$ cat config.mk
export PLATFORM = sky130hd
export DESIGN_NAME = fdsc_resolver
export DESIGN_NICKNAME = d
export VERILOG_FILES = /design/src/rtl/fdsc_pkg.sv /design/src/rtl/fdsc_nan_pick.sv /design/src/rtl/fdsc_case_table.sv /design/src/rtl/fdsc_out_reg.sv /design/src/rtl/fdsc_resolver.sv
export SDC_FILE = /design/constraint.sdc
export NUM_CORES = 1
export LEC_CHECK = 0
export BUFFER_PORTS_ARGS = -buffer_cell sky130_fd_sc_hd__buf_2
export CAP_MARGIN = 20
export CORE_AREA = 3 3 40 42
export DETAILED_ROUTE_END_ITERATION = 16
export DIE_AREA = 0 0 43 45
export MAX_ROUTING_LAYER = met4
export PLACE_DENSITY_LB_ADDON = 0.05
export SLEW_MARGIN = 5
export SYNTH_ARGS = -nofsm -noshare
export SYNTH_HDL_FRONTEND = slang
export SYNTH_SLANG_ARGS = --single-unit
$ cat constraint.sdc
create_clock -name clk -period 1.13 [get_ports clk]
set_input_delay 0 -clock clk [delete_from_list [all_inputs] [get_ports clk]]
set_output_delay 0 -clock clk [all_outputs]
set_load 0.01 [all_outputs]
$ cat src/rtl/fdsc_pkg.sv
package fdsc_pkg;

    typedef enum logic [1:0] {
        CLS_ZERO = 2'b00,
        CLS_NORM = 2'b01,
        CLS_INF  = 2'b10,
        CLS_NAN  = 2'b11
    } fcls_e;

    localparam int PATH_N  = 5;
    localparam int P_FWD_A = 0;
    localparam int P_FWD_B = 1;
    localparam int P_DNAN  = 2;
    localparam int P_CONST = 3;
    localparam int P_DIV   = 4;

    typedef struct packed {
        fcls_e cls;
        logic  snan;
        logic  sign;
    } opnd_t;

    typedef struct packed {
        logic [PATH_N-1:0] path;
        fcls_e             cls;
        logic              sign;
        logic              f_snan;
        logic              f_ii;
        logic              f_zz;
        logic              f_dz;
    } verdict_t;

    function automatic logic is_nan(opnd_t o);
        return o.cls == CLS_NAN;
    endfunction

    function automatic logic is_sig(opnd_t o);
        return (o.cls == CLS_NAN) && o.snan;
    endfunction

endpackage

$ cat src/rtl/fdsc_nan_pick.sv
module fdsc_nan_pick
    import fdsc_pkg::*;
(
    input  opnd_t op_a,
    input  opnd_t op_b,
    output logic  any_nan,
    output logic  pick_b,
    output logic  sig_seen
);
    logic a_nan, b_nan, a_sig, b_sig;

    always_comb begin
        a_nan    = is_nan(op_a);
        b_nan    = is_nan(op_b);
        a_sig    = is_sig(op_a);
        b_sig    = is_sig(op_b);
        any_nan  = a_nan | b_nan;
        // divisor wins only if it is the sole NaN or the sole signalling NaN
        pick_b   = b_nan && (!a_nan || (b_sig && !a_sig));
        sig_seen = a_sig | b_sig;
    end
endmodule

$ cat src/rtl/fdsc_case_table.sv
module fdsc_case_table
    import fdsc_pkg::*;
(
    input  opnd_t    op_a,
    input  opnd_t    op_b,
    input  logic     any_nan,
    input  logic     pick_b,
    input  logic     sig_seen,
    output verdict_t vd
);
    logic sgn_x;
    assign sgn_x = op_a.sign ^ op_b.sign;

    always_comb begin
        vd = '0;
        if (any_nan) begin
            vd.path[pick_b ? P_FWD_B : P_FWD_A] = 1'b1;
            vd.cls    = CLS_NAN;
            vd.sign   = pick_b ? op_b.sign : op_a.sign;
            vd.f_snan = sig_seen;
        end else begin
            unique case (op_a.cls)
                CLS_ZERO: begin
                    if (op_b.cls == CLS_ZERO) begin
                        vd.path[P_DNAN] = 1'b1;
                        vd.cls          = CLS_NAN;
                        vd.f_zz         = 1'b1;
                    end else begin
                        vd.path[P_FWD_A] = 1'b1;
                        vd.cls           = CLS_ZERO;
                        vd.sign          = op_a.sign;
                    end
                end
                CLS_INF: begin
                    if (op_b.cls == CLS_INF) begin
                        vd.path[P_DNAN] = 1'b1;
                        vd.cls          = CLS_NAN;
                        vd.f_ii         = 1'b1;
                    end else begin
                        vd.path[P_FWD_A] = 1'b1;
                        vd.cls           = CLS_INF;
                        vd.sign          = op_a.sign;
                    end
                end
                CLS_NORM: begin
                    vd.sign = sgn_x;
                    unique case (op_b.cls)
                        CLS_ZERO: begin
                            vd.path[P_CONST] = 1'b1;
                            vd.cls           = CLS_INF;
                            vd.f_dz          = 1'b1;
                        end
                        CLS_INF: begin
                            vd.path[P_CONST] = 1'b1;
                            vd.cls           = CLS_ZERO;
                        end
                        default: begin
                            vd.path[P_DIV] = 1'b1;
                            vd.cls         = CLS_NORM;
                        end
                    endcase
                end
                default: vd = '0;
            endcase
        end
    end
endmodule

$ cat src/rtl/fdsc_out_reg.sv
module fdsc_out_reg
    import fdsc_pkg::*;
(
    input  logic     clk,
    input  logic     rst,
    input  verdict_t d,
    output verdict_t q
);
    always_ff @(posedge clk) begin
        if (rst) q <= '0;
        else     q <= d;
    end
endmodule

$ cat src/rtl/fdsc_resolver.sv
module fdsc_resolver
    import fdsc_pkg::*;
#(
    parameter bit OUT_STAGE = 1'b1
) (
    input  logic                 clk,
    input  logic                 rst,
    input  logic [1:0]           a_cls,
    input  logic                 a_snan,
    input  logic                 a_sign,
    input  logic [1:0]           b_cls,
    input  logic                 b_snan,
    input  logic                 b_sign,
    output logic [PATH_N-1:0]    path_oh,
    output logic [1:0]           res_cls,
    output logic                 res_sign,
    output logic                 flg_snan,
    output logic                 flg_inf_inf,
    output logic                 flg_zero_zero,
    output logic                 flg_div_zero
);
    opnd_t    op_a, op_b;
    verdict_t v_nxt, v_out;
    logic     any_nan, pick_b, sig_seen;

    assign op_a = '{cls: fcls_e'(a_cls), snan: a_snan, sign: a_sign};
    assign op_b = '{cls: fcls_e'(b_cls), snan: b_snan, sign: b_sign};

    fdsc_nan_pick u_nan (
        .op_a    (op_a),
        .op_b    (op_b),
        .any_nan (any_nan),
        .pick_b  (pick_b),
        .sig_seen(sig_seen)
    );

    fdsc_case_table u_tbl (
        .op_a    (op_a),
        .op_b    (op_b),
        .any_nan (any_nan),
        .pick_b  (pick_b),
        .sig_seen(sig_seen),
        .vd      (v_nxt)
    );

    generate
        if (OUT_STAGE) begin : g_reg
            fdsc_out_reg u_oreg (
                .clk(clk),
                .rst(rst),
                .d  (v_nxt),
                .q  (v_out)
            );
            p_latency_r10: assert property (@(posedge clk) disable iff (rst)
                1'b1 |=> v_out == $past(v_nxt));
        end else begin : g_comb
            assign v_out = v_nxt;
        end
    endgenerate

    assign path_oh       = v_out.path;
    assign res_cls       = v_out.cls;
    assign res_sign      = v_out.sign;
    assign flg_snan      = v_out.f_snan;
    assign flg_inf_inf   = v_out.f_ii;
    assign flg_zero_zero = v_out.f_zz;
    assign flg_div_zero  = v_out.f_dz;

    p_one_path_r9: assert property (@(posedge clk) disable iff (rst)
        $onehot(v_nxt.path));
    p_flag_excl_r9: assert property (@(posedge clk) disable iff (rst)
        $onehot0({v_nxt.f_snan, v_nxt.f_ii, v_nxt.f_zz, v_nxt.f_dz}));
    p_dz_cause_r7: assert property (@(posedge clk) disable iff (rst)
        v_nxt.f_dz |-> (a_cls == 2'b01 && b_cls == 2'b00));
    p_div_req_r8: assert property (@(posedge clk) disable iff (rst)
        v_nxt.path[P_DIV] |-> (a_cls == 2'b01 && b_cls == 2'b01
                               && v_nxt.sign == (a_sign ^ b_sign)));
    p_nan_fwd_r1: assert property (@(posedge clk) disable iff (rst)
        (a_cls == 2'b11 || b_cls == 2'b11) |->
            (v_nxt.cls == CLS_NAN && (v_nxt.path[P_FWD_A] || v_nxt.path[P_FWD_B])));
    p_sig_flag_r2: assert property (@(posedge clk) disable iff (rst)
        v_nxt.f_snan |-> ((a_cls == 2'b11 && a_snan) || (b_cls == 2'b11 && b_snan)));
endmodule

=== Word level (Yosys, flattened, before mapping) ===
Index checks and enable logic that the tools add are counted.

* Eq/ne operators: 5
* Order comparisons: 2
* Reduce and logical (&&, ||, !) cells: 15
* Muxes and demuxes: 20
* Bitwise logic cells: 7

{| class="wikitable"
|+ Operator list
! cell !! number
|-
| $ge A32 B1 Y1 const B || 1
|-
| $lt A32 B5 Y1 const B || 1
|-
| $mux W1 || 12
|-
| $mux W9 || 1
|-
| $pmux W3 S3 || 1
|-
| $reduce_or A3 Y1 || 3
|-
| $eq A2 B2 Y1 const B || 4
|-
| $logic_and A1 B1 Y1 || 5
|-
| $logic_not A2 Y1 || 2
|-
| $mux W2 || 2
|-
| $not A1 Y1 || 4
|-
| $pmux W1 S2 || 2
|-
| $pmux W2 S2 || 1
|-
| $reduce_or A2 Y1 || 2
|-
| $demux W1 S3 || 1
|-
| $eq A2 B1 Y1 const B || 1
|-
| $logic_not A1 Y1 || 2
|-
| $or A1 B1 Y1 || 2
|-
| $logic_or A1 B1 Y1 || 1
|-
| $xor A1 B1 Y1 || 1
|}

* Input bits: 10
* Output and inout port bits: 12
* Flip-flop bits (word level): 12
* Logic and storage cells: 57

=== Logic depth before layout (Yosys ltp) ===
* Depth after elaboration: 12
* Mapped depth: 5

=== Modules after synthesis ===
A second synthesis with hierarchy kept.

* Cell total of the unflattened synthesis: 66
* Area, all modules: 606.8 sq um

{| class="wikitable"
|+ By module, submodules not included
! module !! area an instance (sq um) !! times used !! cells an instance
|-
| fdsc_out_reg || 366.6 || 1 || 25
|-
| fdsc_case_table || 202.7 || 1 || 33
|-
| fdsc_nan_pick || 37.5 || 1 || 8
|}

=== Worst setup path before layout ===
No wires, ideal clock.

* Path kind: in2reg
* Start point: input port a_cls[1]
* End point: register g_reg.u_oreg.q[5] (netlist name)
* Setup time: 0.070 ns
* Buffers on the path: 1
* Data required time: 1.060 ns
* Path slack: 0.335 ns
* Stages on the path: 3
* Data arrival time: 0.725 ns
* Cells stage by stage: buf_6 -> or4_1 -> a21oi_1

* Cells in the longest elaborated chain, start to end: 3

{| class="wikitable"
|+ Ends and longest elaborated chain
! item !! RTL line !! source
|-
| start: declaration || fdsc_resolver.sv:8 || <nowiki>input logic [1:0] a_cls,</nowiki>
|-
| $eq A2 B1 Y1 (tied with other cells) || fdsc_case_table.sv:22 || <nowiki>unique case (op_a.cls)</nowiki>
|-
| $pmux W3 S3 / $or A1 B1 Y1 (equally long branches) || fdsc_case_table.sv:22, fdsc_nan_pick.sv:17 ||
|-
| $mux W9 * || fdsc_case_table.sv:16 || <nowiki>if (any_nan) begin</nowiki>
|-
| end signal: assignment || fdsc_out_reg.sv:10 || <nowiki>if (rst) q <= '0;</nowiki>
|-
| end signal: assignment || fdsc_out_reg.sv:11 || <nowiki>else q <= d;</nowiki>
|-
| end: declaration || fdsc_out_reg.sv:7 || <nowiki>output verdict_t q</nowiki>
|}

Mark *: on every way between the ends. The rest lies on a longest branch, timed or not.
A chain may end at the register's enable or synchronous reset.

=== Worst setup path after layout ===
* Start point: input port b_snan
* End point: register g_reg.u_oreg.q[4] (netlist name)

* Cells in the longest elaborated chain, start to end: 6

{| class="wikitable"
|+ Ends and longest elaborated chain
! item !! RTL line !! source
|-
| start: declaration || fdsc_resolver.sv:12 || <nowiki>input logic b_snan,</nowiki>
|-
| $logic_and A1 B1 Y1 || fdsc_pkg.sv:38 || <nowiki>return (o.cls == CLS_NAN) && o.snan;</nowiki>
|-
| $logic_and A1 B1 Y1 || fdsc_nan_pick.sv:19 || <nowiki>pick_b = b_nan && (!a_nan || (b_sig && !a_sig));</nowiki>
|-
| $logic_or A1 B1 Y1 || fdsc_nan_pick.sv:19 ||
|-
| $logic_and A1 B1 Y1 || fdsc_nan_pick.sv:19 ||
|-
| $mux W1 || fdsc_case_table.sv:19 || <nowiki>vd.sign = pick_b ? op_b.sign : op_a.sign;</nowiki>
|-
| $mux W9 || fdsc_case_table.sv:16 ||
|}

No other way between the ends.

==> parameters.txt <==
Parameter                              Value

Yosys
  Synth warnings ... 0
  Top FF cell, synth ... sky130_fd_sc_hd__dfxtp_1
  #FFs+latches synth ... 12
  Top cells by count, synth ... 12 x sky130_fd_sc_hd__dfxtp_1, 6 x sky130_fd_sc_hd__nor2_1, 3 x sky130_fd_sc_hd__nand2b_1
  Most instantiated library cell after synthesis ... sky130_fd_sc_hd__dfxtp_1
  Number of distinct library cells after synthesis ... 26
  Count of flip-flops with a built-in enable after synthesis ... 0
  Cell accounting for the most synthesized area ... sky130_fd_sc_hd__dfxtp_1
  Cells taking the most area after synthesis ... sky130_fd_sc_hd__dfxtp_1 50%, sky130_fd_sc_hd__nor2_1 4.7%, sky130_fd_sc_hd__nand2b_1 3.9%, sky130_fd_sc_hd__buf_4 3.1%, sky130_fd_sc_hd__nor4_1 2.6%
  Fraction of synthesis flops using an asynchronous set or reset pin ... 0%
  Net count after synthesis ... 59
  Cell count after synthesis ... 49
  Synthesized area divided by synthesized cell count ... 9.73 µm²
  Fraction of the yosys area taken by sequential cells ... 50.4%
  Area share of the largest cell type after synthesis ... 50.4%
  Post-synthesis instance area ... 477 µm²

Floorplan
  Floorplan die width ... 43 µm
  # rows ... 13
  Starting density of the core ... 37.1%
  IO Count ... 22
  Die area ... 0.00194 mm²
  Core region area ... 0.00128 mm²
  DIE HEIGHT ... 45 µm

Clock network
  Post CTS Setup Buffer Count ... 0
  Number of instances resized during post-cts repair ... 0
  Total clock buffers created by CTS ... 3
  TritonCTS clock tree ... done
  Clk buf depth ... 2
  Root Buffer Master ... sky130_fd_sc_hd__clkbuf_4
  CTS hold repair buffers ... 1
  H-tree Lvls ... 1
  Clock sink count ... 12
  Register clock-pin slew on the reported worst setup and hold paths ... 70 ps

Placement
  Sum of net half-perimeters after detailed placement ... 686 µm
  Port buffer count ... 21
  Placed Area ... 569 µm²
  Routability Congestion ... 0.697
  Placed cell count ... 81

Drt
  Vias per std cell ... 4.87
  Routed vias ... 419
  Total Wirelength ... 905 µm
  Number of nets with antenna violations after routing ... 0
  Remaining DRCs ... 0
  Routed length per instance ... 10.5 µm
  Iter 0 DRT Violations ... 3
  Number of iterations in the first detailed-routing pass ... 4

Power
  Part of the total power dissipated in combinational logic ... 12.9%
  Share of power burned in the clock network ... 36.6%
  Cell internal power dissipation ... 0.000687 W
  P_sw ... 0.000194 W
  Switching power share of the total ... 22.0%
  Sequential share of power ... 50.5%
  Worst IR Drop VDD ... 0.733 mV
  Power density over the cells ... 1430 mW/mm²
  Total power consumption of the routed design ... 0.000881 W
  Static Leak ... 0.279 nW

Finish
  Fraction of the core area covered by cells at the end of the flow ... 47.9%
  Biggest regs ... g_reg.u_oreg.q (12)
  Synth-to-Final Area Change ... 29.1%
  Register containing the most flip-flops in the final layout ... g_reg.u_oreg.q
  Max FFs per register ... 12
  Layout Nets ... 82
  Final cell area excluding filler cells ... 616 µm²
  Ant. Diodes ... 0
  Fraction of final layout cells with drive strength greater than 1 ... 38.0%
  Final cell count without fillers ... 86

Setup path
  Critical path fanouts, max ... 2
  Kind of critical path ... primary input to flop
  Worst path required time ... 1320 ps
  Series of cell instances along the critical path ... dlygate4sd3_1 > buf_2 > nand2b_1 > a311oi_1 > o21ai_0 > o21ai_1
  Worst setup SP type ... primary input
  Kind of end point of the critical path ... flop
  CP max-delay cell ... sky130_fd_sc_hd__dlygate4sd3_1
  Critical path's largest stage delay ... 530 ps
  Gate family responsible for the most delay along the worst path ... buffers and inverters
  Critical path buffer and inverter count ... 2
  Worst Path Arrival ... 1220 ps

Hold path
  Worst-case hold path end point ... g_reg.u_oreg.q[3]
  Worst hold path startpoint ... a_snan
  Type of the most critical hold path ... primary input to flop
  Cells on Worst Hold Path ... 3

STA
  Post-layout min period ... 1030 ps
  Remaining max-slew budget at the tightest pin ... 82.2%
  Slew at the pin with the worst max-slew slack ... 264 ps
  Final hold viol count ... 0
  Highest Clock Rate ... 970 MHz
  Final-report max-slew violation count ... 0
  Setup TNS ... 0 ps
  Final worst-path cycle share ... 91.2%
  Final Setup Violations ... 0
  Unrepaired setup endpoints after global routing ... false

Global route
  Via count of the first global-routing pass ... 345
  Largest net degree at the start of global routing ... 11
  Total Routing Usage GR ... 10.1%
  Wire length of the first global-routing pass ... 1.40 mm
  Global route overflow ... 0
  Initial antenna violation count ... 0

Job
  Number of max-capacitance violations reported ... 0

Outcome
  Status ... finished clean
-- through the flow --
stage,hold WS (ps),worst slack (ps)
finish,12.1,99.2
global route,17.8,60.2
CTS,2.48,107
detailed placement,249,206
global placement,256,229
floorplan,75.5,335
-- power groups by stage --
stage | sequential, W | combinational (W) | clock (W)
CTS | 0.000446 | 0.000114 | 0.000334
global route | 0.000447 | 0.000124 | 0.000355
floorplan | 0.000466 | 0.0000629 | 0
detailed placement | 0.000456 | 0.000111 | 0
global placement | 0.000454 | 0.000112 | 0
finish | 0.000445 | 0.000114 | 0.000323
-- layer usage --
layer / vias up / wire, µm / GRT usage, %
met1: 178 / 433 / 12.8
li1: 220 / - / -
met5: - / 0 / -
met4: 0 / 13 / 7.23
met3: 2 / 102 / 3.59
met2: 19 / 355 / 13.2
-- cells by family after synthesis --
| group | count (synthesis) | share of synthesized area, % |
|---|---|---|
| compound gates | 9 | 12.1 |
| flops | 12 | 50.4 |
| simple gates | 23 | 29.1 |
| buf+inv | 4 | 6.56 |
| xor+xnor | 1 | 1.84 |
-- layout by cell type (no fill, tap or decap), drive strengths merged, types with 2 or more instances in the layout --
master  Yosys  routed
nor2        6       6
dfxtp      12      12
o21ai       3       3
nor4        3       3
buf         4      21
or2         2       2
nand2       2       2
clkbuf      0       4
nand2b      4       4
-- worst min-delay path, cell delays in order --
cell                      delay [ps]
sky130_fd_sc_hd__buf_2            80
sky130_fd_sc_hd__a32oi_1          90
sky130_fd_sc_hd__nor2_1           70
-- final cells by class --
| class | count | area [µm²] |
|---|---|---|
| Clock buffer | 4 | 36.3 |
| Multi-Input combinational cell | 33 | 205 |
| Timing Repair Buffer | 22 | 115 |
| Fill cell | 136 | 669 |
| Sequential cell | 12 | 240 |
| Tap cell | 15 | 18.8 |
-- worst max path at each step --
stage          cells past startpoint           endpoint     start
3_5_place_dp                       5  g_reg.u_oreg.q[4]  a_cls[1]
5_1_grt                            6  g_reg.u_oreg.q[4]    b_snan
6_report                           6  g_reg.u_oreg.q[4]    b_snan
2_1_floorplan                      3  g_reg.u_oreg.q[5]  a_cls[1]
4_1_cts                            6  g_reg.u_oreg.q[4]    b_snan
3_3_place_gp                       5  g_reg.u_oreg.q[4]  a_cls[1]
Power figures use the tool's default switching activity.
